`config.mk`:
```
export PLATFORM = sky130hd
export DESIGN_NAME = wdog_timer
export DESIGN_NICKNAME = d
export VERILOG_FILES = /design/src/rtl/wdog_pkg.sv /design/src/rtl/wdog_tick_sync.sv /design/src/rtl/wdog_counter.sv /design/src/rtl/wdog_pulse.sv /design/src/rtl/wdog_regs.sv /design/src/rtl/wdog_timer.sv
export SDC_FILE = /design/constraint.sdc
export NUM_CORES = 1
export LEC_CHECK = 0
export BUFFER_PORTS_ARGS = -buffer_cell sky130_fd_sc_hd__buf_2
export CAP_MARGIN = 40
export CORE_ASPECT_RATIO = 1.5
export CORE_MARGIN = 1
export CORE_UTILIZATION = 62
export DETAILED_ROUTE_END_ITERATION = 16
export HOLD_SLACK_MARGIN = 0.15
export PLACE_DENSITY = 0.86
export SLEW_MARGIN = 20
export SYNTH_ARGS = -nofsm -noshare
export SYNTH_HDL_FRONTEND = slang
export SYNTH_HIERARCHICAL = 1
export SYNTH_SLANG_ARGS = --single-unit
```
`constraint.sdc`:
```
create_clock -name clk -period 8 [get_ports clk]
set_clock_uncertainty 0.2 [all_clocks]
set_input_delay 1.6 -clock clk [delete_from_list [all_inputs] [get_ports clk]]
set_output_delay 1.6 -clock clk [all_outputs]
set_load 0.1 [all_outputs]
```
`src/rtl/wdog_pkg.sv`:
```
`timescale 1ns/1ps
// Package: shared constants and types for the watchdog timer.
// Assumes byte offsets that fit in a 5-bit address.
package wdog_pkg;

    // Register offsets
    localparam int OFS_COUNT   = 'h00;
    localparam int OFS_RELOAD  = 'h04;
    localparam int OFS_RESTART = 'h08;
    localparam int OFS_CTRL    = 'h0C;
    localparam int OFS_STATUS  = 'h10;
    localparam int OFS_CLEAR   = 'h14;
    localparam int OFS_PLEN    = 'h18;

    // Restart key and reset values
    localparam logic [31:0] KICK_KEY     = 32'h0000_5AB9;
    localparam logic [31:0] RELOAD_RESET = 32'h03EF_1480;
    localparam logic [7:0]  PLEN_RESET   = 8'hFF;

    // Number of pulse outputs (reset, interrupt, external)
    localparam int NUM_PULSE = 3;

    // Control register layout, bit 4 down to bit 0
    typedef struct packed {
        logic tick_sel;   // bit 4: 1 = external tick, 0 = bus clock
        logic ext_en;     // bit 3
        logic irq_en;     // bit 2
        logic rst_en;     // bit 1
        logic run;        // bit 0
    } ctrl_t;

    localparam int CTRL_W = $bits(ctrl_t);

endpackage

```
`src/rtl/wdog_tick_sync.sv`:
```
`timescale 1ns/1ps
// Module: wdog_tick_sync
// Synchronizes a slow asynchronous tick into the bus clock domain and emits
// a one-cycle pulse per rising edge. Assumes the tick period exceeds two bus
// clock periods, so no edge is lost.
module wdog_tick_sync #(
    parameter int SYNC_STAGES = 2
) (
    input  logic clk,
    input  logic rst_n,
    input  logic tick_async,
    output logic tick_rise
);

    localparam int CHAIN_W = SYNC_STAGES + 1;

    logic [CHAIN_W-1:0] chain_q;

    // Purpose: shift the async input through the synchronizer and history flop
    generate
        for (genvar g = 0; g < CHAIN_W; g++) begin : g_stage
            if (g == 0) begin : g_first
                always_ff @(posedge clk) begin
                    if (!rst_n) chain_q[g] <= 1'b0;
                    else        chain_q[g] <= tick_async;
                end
            end else begin : g_next
                always_ff @(posedge clk) begin
                    if (!rst_n) chain_q[g] <= 1'b0;
                    else        chain_q[g] <= chain_q[g-1];
                end
            end
        end
    endgenerate

    // Purpose: rising edge of the synchronized level
    assign tick_rise = chain_q[CHAIN_W-2] & ~chain_q[CHAIN_W-1];

endmodule

```
`src/rtl/wdog_counter.sv`:
```
`timescale 1ns/1ps
// Module: wdog_counter
// Down-counter with key reload. It stops at zero and raises exactly one
// expiry event per reload. Assumes restart_hit is a one-cycle strobe.
// A restart in the expiry cycle reloads and suppresses that expiry.
module wdog_counter #(
    parameter int          CNT_W     = 32,
    parameter logic [31:0] CNT_RESET = 32'h03EF_1480
) (
    input  logic             clk,
    input  logic             rst_n,
    input  logic             run,
    input  logic             tick,
    input  logic             restart_hit,
    input  logic [CNT_W-1:0] reload,
    output logic [CNT_W-1:0] cnt_q,
    output logic             expire_evt
);

    logic armed_q;
    logic at_zero;
    logic step;

    assign at_zero    = (cnt_q == '0);
    assign step       = run && tick && !at_zero;
    assign expire_evt = armed_q && run && at_zero && !restart_hit;

    // Purpose: counter value and one-shot arming
    always_ff @(posedge clk) begin
        if (!rst_n) begin
            cnt_q   <= CNT_W'(CNT_RESET);
            armed_q <= 1'b1;
        end else if (restart_hit) begin
            cnt_q   <= reload;
            armed_q <= 1'b1;
        end else begin
            if (step)       cnt_q   <= cnt_q - 1'b1;
            if (expire_evt) armed_q <= 1'b0;
        end
    end

endmodule

```
`src/rtl/wdog_pulse.sv`:
```
`timescale 1ns/1ps
// Module: wdog_pulse
// Shared length counter that opens a window of len cycles after each
// expiry event, gated per output by its enable bit. Assumes a length of
// zero means no window at all.
module wdog_pulse #(
    parameter int LEN_W   = 8,
    parameter int NUM_OUT = 3
) (
    input  logic               clk,
    input  logic               rst_n,
    input  logic               expire_evt,
    input  logic [LEN_W-1:0]   len,
    input  logic [NUM_OUT-1:0] out_en,
    output logic [NUM_OUT-1:0] pulse_o,
    output logic               active
);

    logic [LEN_W-1:0] left_q;

    // Purpose: load the window length on expiry, then count it down
    always_ff @(posedge clk) begin
        if (!rst_n)              left_q <= '0;
        else if (expire_evt)     left_q <= len;
        else if (left_q != '0)   left_q <= left_q - 1'b1;
    end

    assign active = (left_q != '0);

    // Purpose: gate each output by its own enable
    generate
        for (genvar g = 0; g < NUM_OUT; g++) begin : g_out
            assign pulse_o[g] = active & out_en[g];
        end
    endgenerate

endmodule

```
`src/rtl/wdog_regs.sv`:
```
`timescale 1ns/1ps
// Module: wdog_regs
// Register file: reload, control, pulse length, sticky status, write-only
// strobes for restart and clear, and the read mux. Assumes single-cycle
// write strobes and full-offset decode.
module wdog_regs
    import wdog_pkg::*;
#(
    parameter int ADDR_W = 5,
    parameter int DATA_W = 32,
    parameter int LEN_W  = 8
) (
    input  logic              clk,
    input  logic              rst_n,
    input  logic [ADDR_W-1:0] bus_addr,
    input  logic              bus_wr,
    input  logic [DATA_W-1:0] bus_wdata,
    output logic [DATA_W-1:0] bus_rdata,
    input  logic [DATA_W-1:0] cnt_val,
    input  logic              expire_evt,
    output logic [DATA_W-1:0] reload_q,
    output ctrl_t             ctrl_q,
    output logic [LEN_W-1:0]  len_q,
    output logic              status_q,
    output logic              restart_hit,
    output logic              clear_hit
);

    logic sel_reload, sel_restart, sel_ctrl, sel_clear, sel_plen;

    // Purpose: write decode per offset
    assign sel_reload  = bus_wr && (bus_addr == ADDR_W'(OFS_RELOAD));
    assign sel_restart = bus_wr && (bus_addr == ADDR_W'(OFS_RESTART));
    assign sel_ctrl    = bus_wr && (bus_addr == ADDR_W'(OFS_CTRL));
    assign sel_clear   = bus_wr && (bus_addr == ADDR_W'(OFS_CLEAR));
    assign sel_plen    = bus_wr && (bus_addr == ADDR_W'(OFS_PLEN));

    assign restart_hit = sel_restart && (bus_wdata == DATA_W'(KICK_KEY));
    assign clear_hit   = sel_clear && bus_wdata[0];

    // Purpose: programmable registers
    always_ff @(posedge clk) begin
        if (!rst_n) begin
            reload_q <= DATA_W'(RELOAD_RESET);
            ctrl_q   <= '0;
            len_q    <= LEN_W'(PLEN_RESET);
        end else begin
            if (sel_reload) reload_q <= bus_wdata;
            if (sel_ctrl)   ctrl_q   <= ctrl_t'(bus_wdata[CTRL_W-1:0]);
            if (sel_plen)   len_q    <= bus_wdata[LEN_W-1:0];
        end
    end

    // Purpose: sticky expiry flag, set has priority over clear
    always_ff @(posedge clk) begin
        if (!rst_n)          status_q <= 1'b0;
        else if (expire_evt) status_q <= 1'b1;
        else if (clear_hit)  status_q <= 1'b0;
    end

    // Purpose: read mux, write-only and unmapped offsets return zero
    always_comb begin
        bus_rdata = '0;
        case (bus_addr)
            ADDR_W'(OFS_COUNT):  bus_rdata = cnt_val;
            ADDR_W'(OFS_RELOAD): bus_rdata = reload_q;
            ADDR_W'(OFS_CTRL):   bus_rdata = DATA_W'(ctrl_q);
            ADDR_W'(OFS_STATUS): bus_rdata = DATA_W'(status_q);
            ADDR_W'(OFS_PLEN):   bus_rdata = DATA_W'(len_q);
            default:             bus_rdata = '0;
        endcase
    end

endmodule

```
`src/rtl/wdog_timer.sv`:
```
`timescale 1ns/1ps
// Module: wdog_timer (top)
// Watchdog timer with a register port, key-protected restart, a sticky
// expiry flag and three gated pulse outputs. Assumes a synchronous
// active-low reset and an external tick slower than half the bus clock.
module wdog_timer
    import wdog_pkg::*;
#(
    parameter int ADDR_W      = 5,
    parameter int DATA_W      = 32,
    parameter int LEN_W       = 8,
    parameter int SYNC_STAGES = 2
) (
    input  logic              clk,
    input  logic              rst_n,
    input  logic [ADDR_W-1:0] bus_addr,
    input  logic              bus_wr,
    input  logic [DATA_W-1:0] bus_wdata,
    output logic [DATA_W-1:0] bus_rdata,
    input  logic              ext_tick_in,
    output logic              sys_rst_o,
    output logic              irq_o,
    output logic              ext_sig_o
);

    logic [DATA_W-1:0]    reload_q;
    logic [DATA_W-1:0]    cnt_q;
    ctrl_t                ctrl_q;
    logic [LEN_W-1:0]     len_q;
    logic                 status_q;
    logic                 restart_hit;
    logic                 clear_hit;
    logic                 expire_evt;
    logic                 ext_rise;
    logic                 tick;
    logic                 pulse_active;
    logic [NUM_PULSE-1:0] out_en;
    logic [NUM_PULSE-1:0] pulses;

    wdog_regs #(
        .ADDR_W (ADDR_W),
        .DATA_W (DATA_W),
        .LEN_W  (LEN_W)
    ) u_regs (
        .clk         (clk),
        .rst_n       (rst_n),
        .bus_addr    (bus_addr),
        .bus_wr      (bus_wr),
        .bus_wdata   (bus_wdata),
        .bus_rdata   (bus_rdata),
        .cnt_val     (cnt_q),
        .expire_evt  (expire_evt),
        .reload_q    (reload_q),
        .ctrl_q      (ctrl_q),
        .len_q       (len_q),
        .status_q    (status_q),
        .restart_hit (restart_hit),
        .clear_hit   (clear_hit)
    );

    wdog_tick_sync #(
        .SYNC_STAGES (SYNC_STAGES)
    ) u_sync (
        .clk        (clk),
        .rst_n      (rst_n),
        .tick_async (ext_tick_in),
        .tick_rise  (ext_rise)
    );

    // Purpose: count source select
    assign tick = ctrl_q.tick_sel ? ext_rise : 1'b1;

    wdog_counter #(
        .CNT_W     (DATA_W),
        .CNT_RESET (RELOAD_RESET)
    ) u_cnt (
        .clk         (clk),
        .rst_n       (rst_n),
        .run         (ctrl_q.run),
        .tick        (tick),
        .restart_hit (restart_hit),
        .reload      (reload_q),
        .cnt_q       (cnt_q),
        .expire_evt  (expire_evt)
    );

    // Purpose: output enables in reset, interrupt, external order
    assign out_en = {ctrl_q.ext_en, ctrl_q.irq_en, ctrl_q.rst_en};

    wdog_pulse #(
        .LEN_W   (LEN_W),
        .NUM_OUT (NUM_PULSE)
    ) u_pulse (
        .clk        (clk),
        .rst_n      (rst_n),
        .expire_evt (expire_evt),
        .len        (len_q),
        .out_en     (out_en),
        .pulse_o    (pulses),
        .active     (pulse_active)
    );

    assign sys_rst_o = pulses[0];
    assign irq_o     = pulses[1];
    assign ext_sig_o = pulses[2];

endmodule

```
Word-level counts from Yosys, hierarchy flattened
Index checks and enable logic that the tools add are counted.
{"block": "word_totals", "inputBits": 41, "reg_bits": 90, "word_cells": 58, "out_inout_bits": 35}
{"block": "op_classes", "bitwise": 6, "n_addsub": 2, "eq_ne": 7, "reduce_logical": 21, "n_mux": 8}
{"op": "32-bit one-hot mux with 5 select lines", "count": 1}
{"op": "32-bit 2-to-1 mux", "count": 2}
{"op": "32-bit by 15-bit equality test with 1-bit output (second input constant)", "count": 1}
{"op": "32-bit logical NOT", "count": 1}
{"op": "32-bit by 1-bit subtractor with 32-bit output (second input constant)", "count": 1}
{"op": "8-bit 2-to-1 mux", "count": 2}
{"op": "5-bit equality test (second input constant)", "count": 3}
{"op": "1-bit logical AND", "count": 12}
{"op": "5-bit by 4-bit equality test with 1-bit output (second input constant)", "count": 2}
{"op": "8-bit nonzero test", "count": 1}
{"op": "8-bit by 1-bit subtractor with 8-bit output (second input constant)", "count": 1}
{"op": "2-bit nonzero test", "count": 3}
{"op": "5-bit by 3-bit equality test with 1-bit output (second input constant)", "count": 1}
{"op": "5-bit logical NOT", "count": 1}
{"op": "1-bit AND", "count": 4}
{"op": "1-bit 2-to-1 mux", "count": 3}
{"op": "1-bit logical NOT", "count": 2}
{"op": "1-bit NOT", "count": 2}
{"op": "2-bit OR reduction", "count": 1}

Logic depth before layout (Yosys ltp)
{"block": "logic_depth", "ltp_word": 7, "depth_mapped": 12, "ltp_nobuf": 9}

Hierarchy
The synthesis kept the hierarchy.
{"module": "wdog_regs", "seq_area_each_um2": 920.9, "instances": 1, "area_each_um2": 2452.4, "cells_per_inst": 296}
{"module": "wdog_counter", "seq_area_each_um2": 660.6, "instances": 1, "area_each_um2": 2165.8, "cells_per_inst": 251}
{"module": "wdog_pulse", "seq_area_each_um2": 160.2, "instances": 1, "area_each_um2": 457.9, "cells_per_inst": 55}
{"module": "wdog_tick_sync", "seq_area_each_um2": 60.1, "instances": 1, "area_each_um2": 92.6, "cells_per_inst": 7}
{"module": "wdog_timer", "seq_area_each_um2": 0.0, "instances": 1, "area_each_um2": 6.3, "cells_per_inst": 1}

Least setup slack after synthesis
Ideal clock, no wire load.
{"block": "synth_path", "path_kind": "in2out", "start": "input port bus_addr[1]", "end": "output port bus_rdata[1]", "arrival_ns": 3.802, "cell_stages": 4, "setup_slack_ns": 2.398, "required_time_ns": 6.200, "n_path_buf": 1, "cell_sequence": "nor3b_2 > nand2_1 > buf_2 > o2111ai_1"}
{"block": "synth_via", "elab_chain_cells": 2, "word_cells_on_any_way": 6, "cone_classes": "4 x eq/ne; 1 x mux; 1 x reduce/logical"}
{"element": "from (decl)", "line": "wdog_timer.sv:16", "source": "input logic [ADDR_W-1:0] bus_addr,"}
{"element": "5-bit equality test, or another cell as far along", "line": "wdog_regs.sv:64", "source": "case (bus_addr)"}
{"element": "32-bit one-hot mux with 5 select lines (*)", "line": "wdog_regs.sv:64"}
{"element": "to (decl)", "line": "wdog_timer.sv:19", "source": "output logic [DATA_W-1:0] bus_rdata,"}
Every way passes the cells marked *; elsewhere a longest branch is shown, timed or not.

Final worst setup path
{"block": "layout_path", "start": "input port bus_addr[3]", "end": "output port bus_rdata[4]"}
The elaborated chain is that of the path after synthesis.

==> metrics.txt <==
status finished, final reports clean; input/output buffers 75; CP Launch Type input port; crit path time final 5.65 ns; CTS Sinks 90; num rows 40; die height 114 um; WHS 0.232 ns; final wirelength 15600 um; hold buffer count at CTS 0; Worst Setup End Kind output port; Final Hold Vio Count 0; Final nets 700; CTS buffer count 9; RSZ-0062 raised after global routing false; DP Wirelength between 10000 and 15000 um; Die X 76.6 um; Crit Path Max Fanout 14; Crit path required time 6.20 ns; clock latency at the later pin of the worst-skew pair 0.34 ns; I/O pins 76; core area 8060 um2; Final Util slightly above 70%; YS warnings 6; htree depth 3; Final Power 1.11 mW; DR vias/cell 6.92; setup bufs post-CTS 0; Pins Over Slew Limit 0; die area 8720 um2; worst vdd rail ir drop 163 uV; Synth Area per Inst 8.49 um2; DRC 0; ANT cells 0; Leakage 2.29 nW; fraction of the cycle the final worst path needs between 70 and 80%; Max Cap Violations 0; vias in the first global route 4875; Achievable Freq roughly 0.18 GHz; Placed Area 5510 um2; Power Dens Cells roughly 190 nW/um2; GR Util All Layers 36.2%; Vias 5311; synth-to-layout area growth 13.2%; most common cell after layout, fill and taps aside dfxtp_1; CTS tree done; Post-Syn Area about 5200 um2; first drt pass iteration count 7; Worst-Margin Slew 0.819 ns; CTS clk-pin slew, worst paths about 0.060 ns; CTS max path bufs 2; GPL Wtd Cong 0.953; worst setup path category input port to output port; first-pass GRT wire length 24900 um; ANT nets after route 0; Hold Crit Class flip-flop to flip-flop; CP arrival 3.85 ns; CTS root buf clkbuf_16; pin count of the biggest net entering global routing 88; synthesized instance count ~610; commonest cells after routing, fill and taps aside 90 x dfxtp_1, 75 x buf_2, 74 x nand3_1; syn_nets 652; design area ~5900 um2; relative slew slack 45.3%; Initial Util 64.2%; # setup viols final 0; Post-CTS Resized 0; fraction of layout cells with a size suffix above 1 24.3%; TNS Setup 0 ns; WL per Instance 20.4 um; gr ovfl total 0; initial antenna violation count 0; Initial DRC Count between 600 and 700
through the flow:
| step | instances | setup slack [ns] |
|---|---|---|
| after floorplan | 609 | 2.40 |
| after global placement | 744 | 2.05 |
| after detailed placement | 749 | 2.20 |
| after CTS | 765 | 2.20 |
| after global routing | 767 | 2.30 |
| final | 767 | 2.35 |
final cells by class:
type	instances	area (um2)
clock inverter	4	50.0
sequential	90	1800
clock buffer	12	256
multi-input combinational	446	3020
fill	632	2210
tap	105	131
inverter	24	90.1
timing repair buffer	86	504
power breakdown:
group          switching [mW]  internal [mW]  leakage [nW]
Sequential             0.0177          0.467         0.729
Clock                   0.175          0.259         0.145
Combinational           0.118         0.0776          1.41
Total                   0.311          0.803          2.29
worst max-delay path, stage by stage:
cell,delay [ns]
buf_2,0.27
nor3b_2,0.57
nand2_1,0.48
o2111ai_1,0.44
buf_2,0.49
layer usage:
metal  vias up  wire length (um)  GRT usage [%]
met5         -                 0              0
met4         0               752           20.1
met3        65              1240           5.12
met2       323              7780           61.6
met1      2486              5850           43.8
li1       2437                 -              -
final timing paths:
kind,from,to,slack (ns),depth (start not counted)
max,bus_addr[3],bus_rdata[4],2.35,5
max reg2reg,u_cnt/cnt_q[12],u_pulse/left_q[1],4.92,8
min,u_sync/chain_q[0],u_sync/chain_q[1],0.23,1
min reg2reg,u_sync/chain_q[0],u_sync/chain_q[1],0.23,1
flip-flops by register name, summed over array words and instances (netlist names):
| signal | flops |
|---|---|
| u_regs/reload_q | 32 |
| u_cnt/armed_q | 1 |
| u_sync/chain_q | 3 |
| u_cnt/cnt_q | 32 |
| u_regs/ctrl_q | 5 |
| u_pulse/left_q | 8 |
| u_regs/len_q | 8 |
| u_regs/status_q | 1 |
Note: power is estimated with default switching activity, not from simulation.
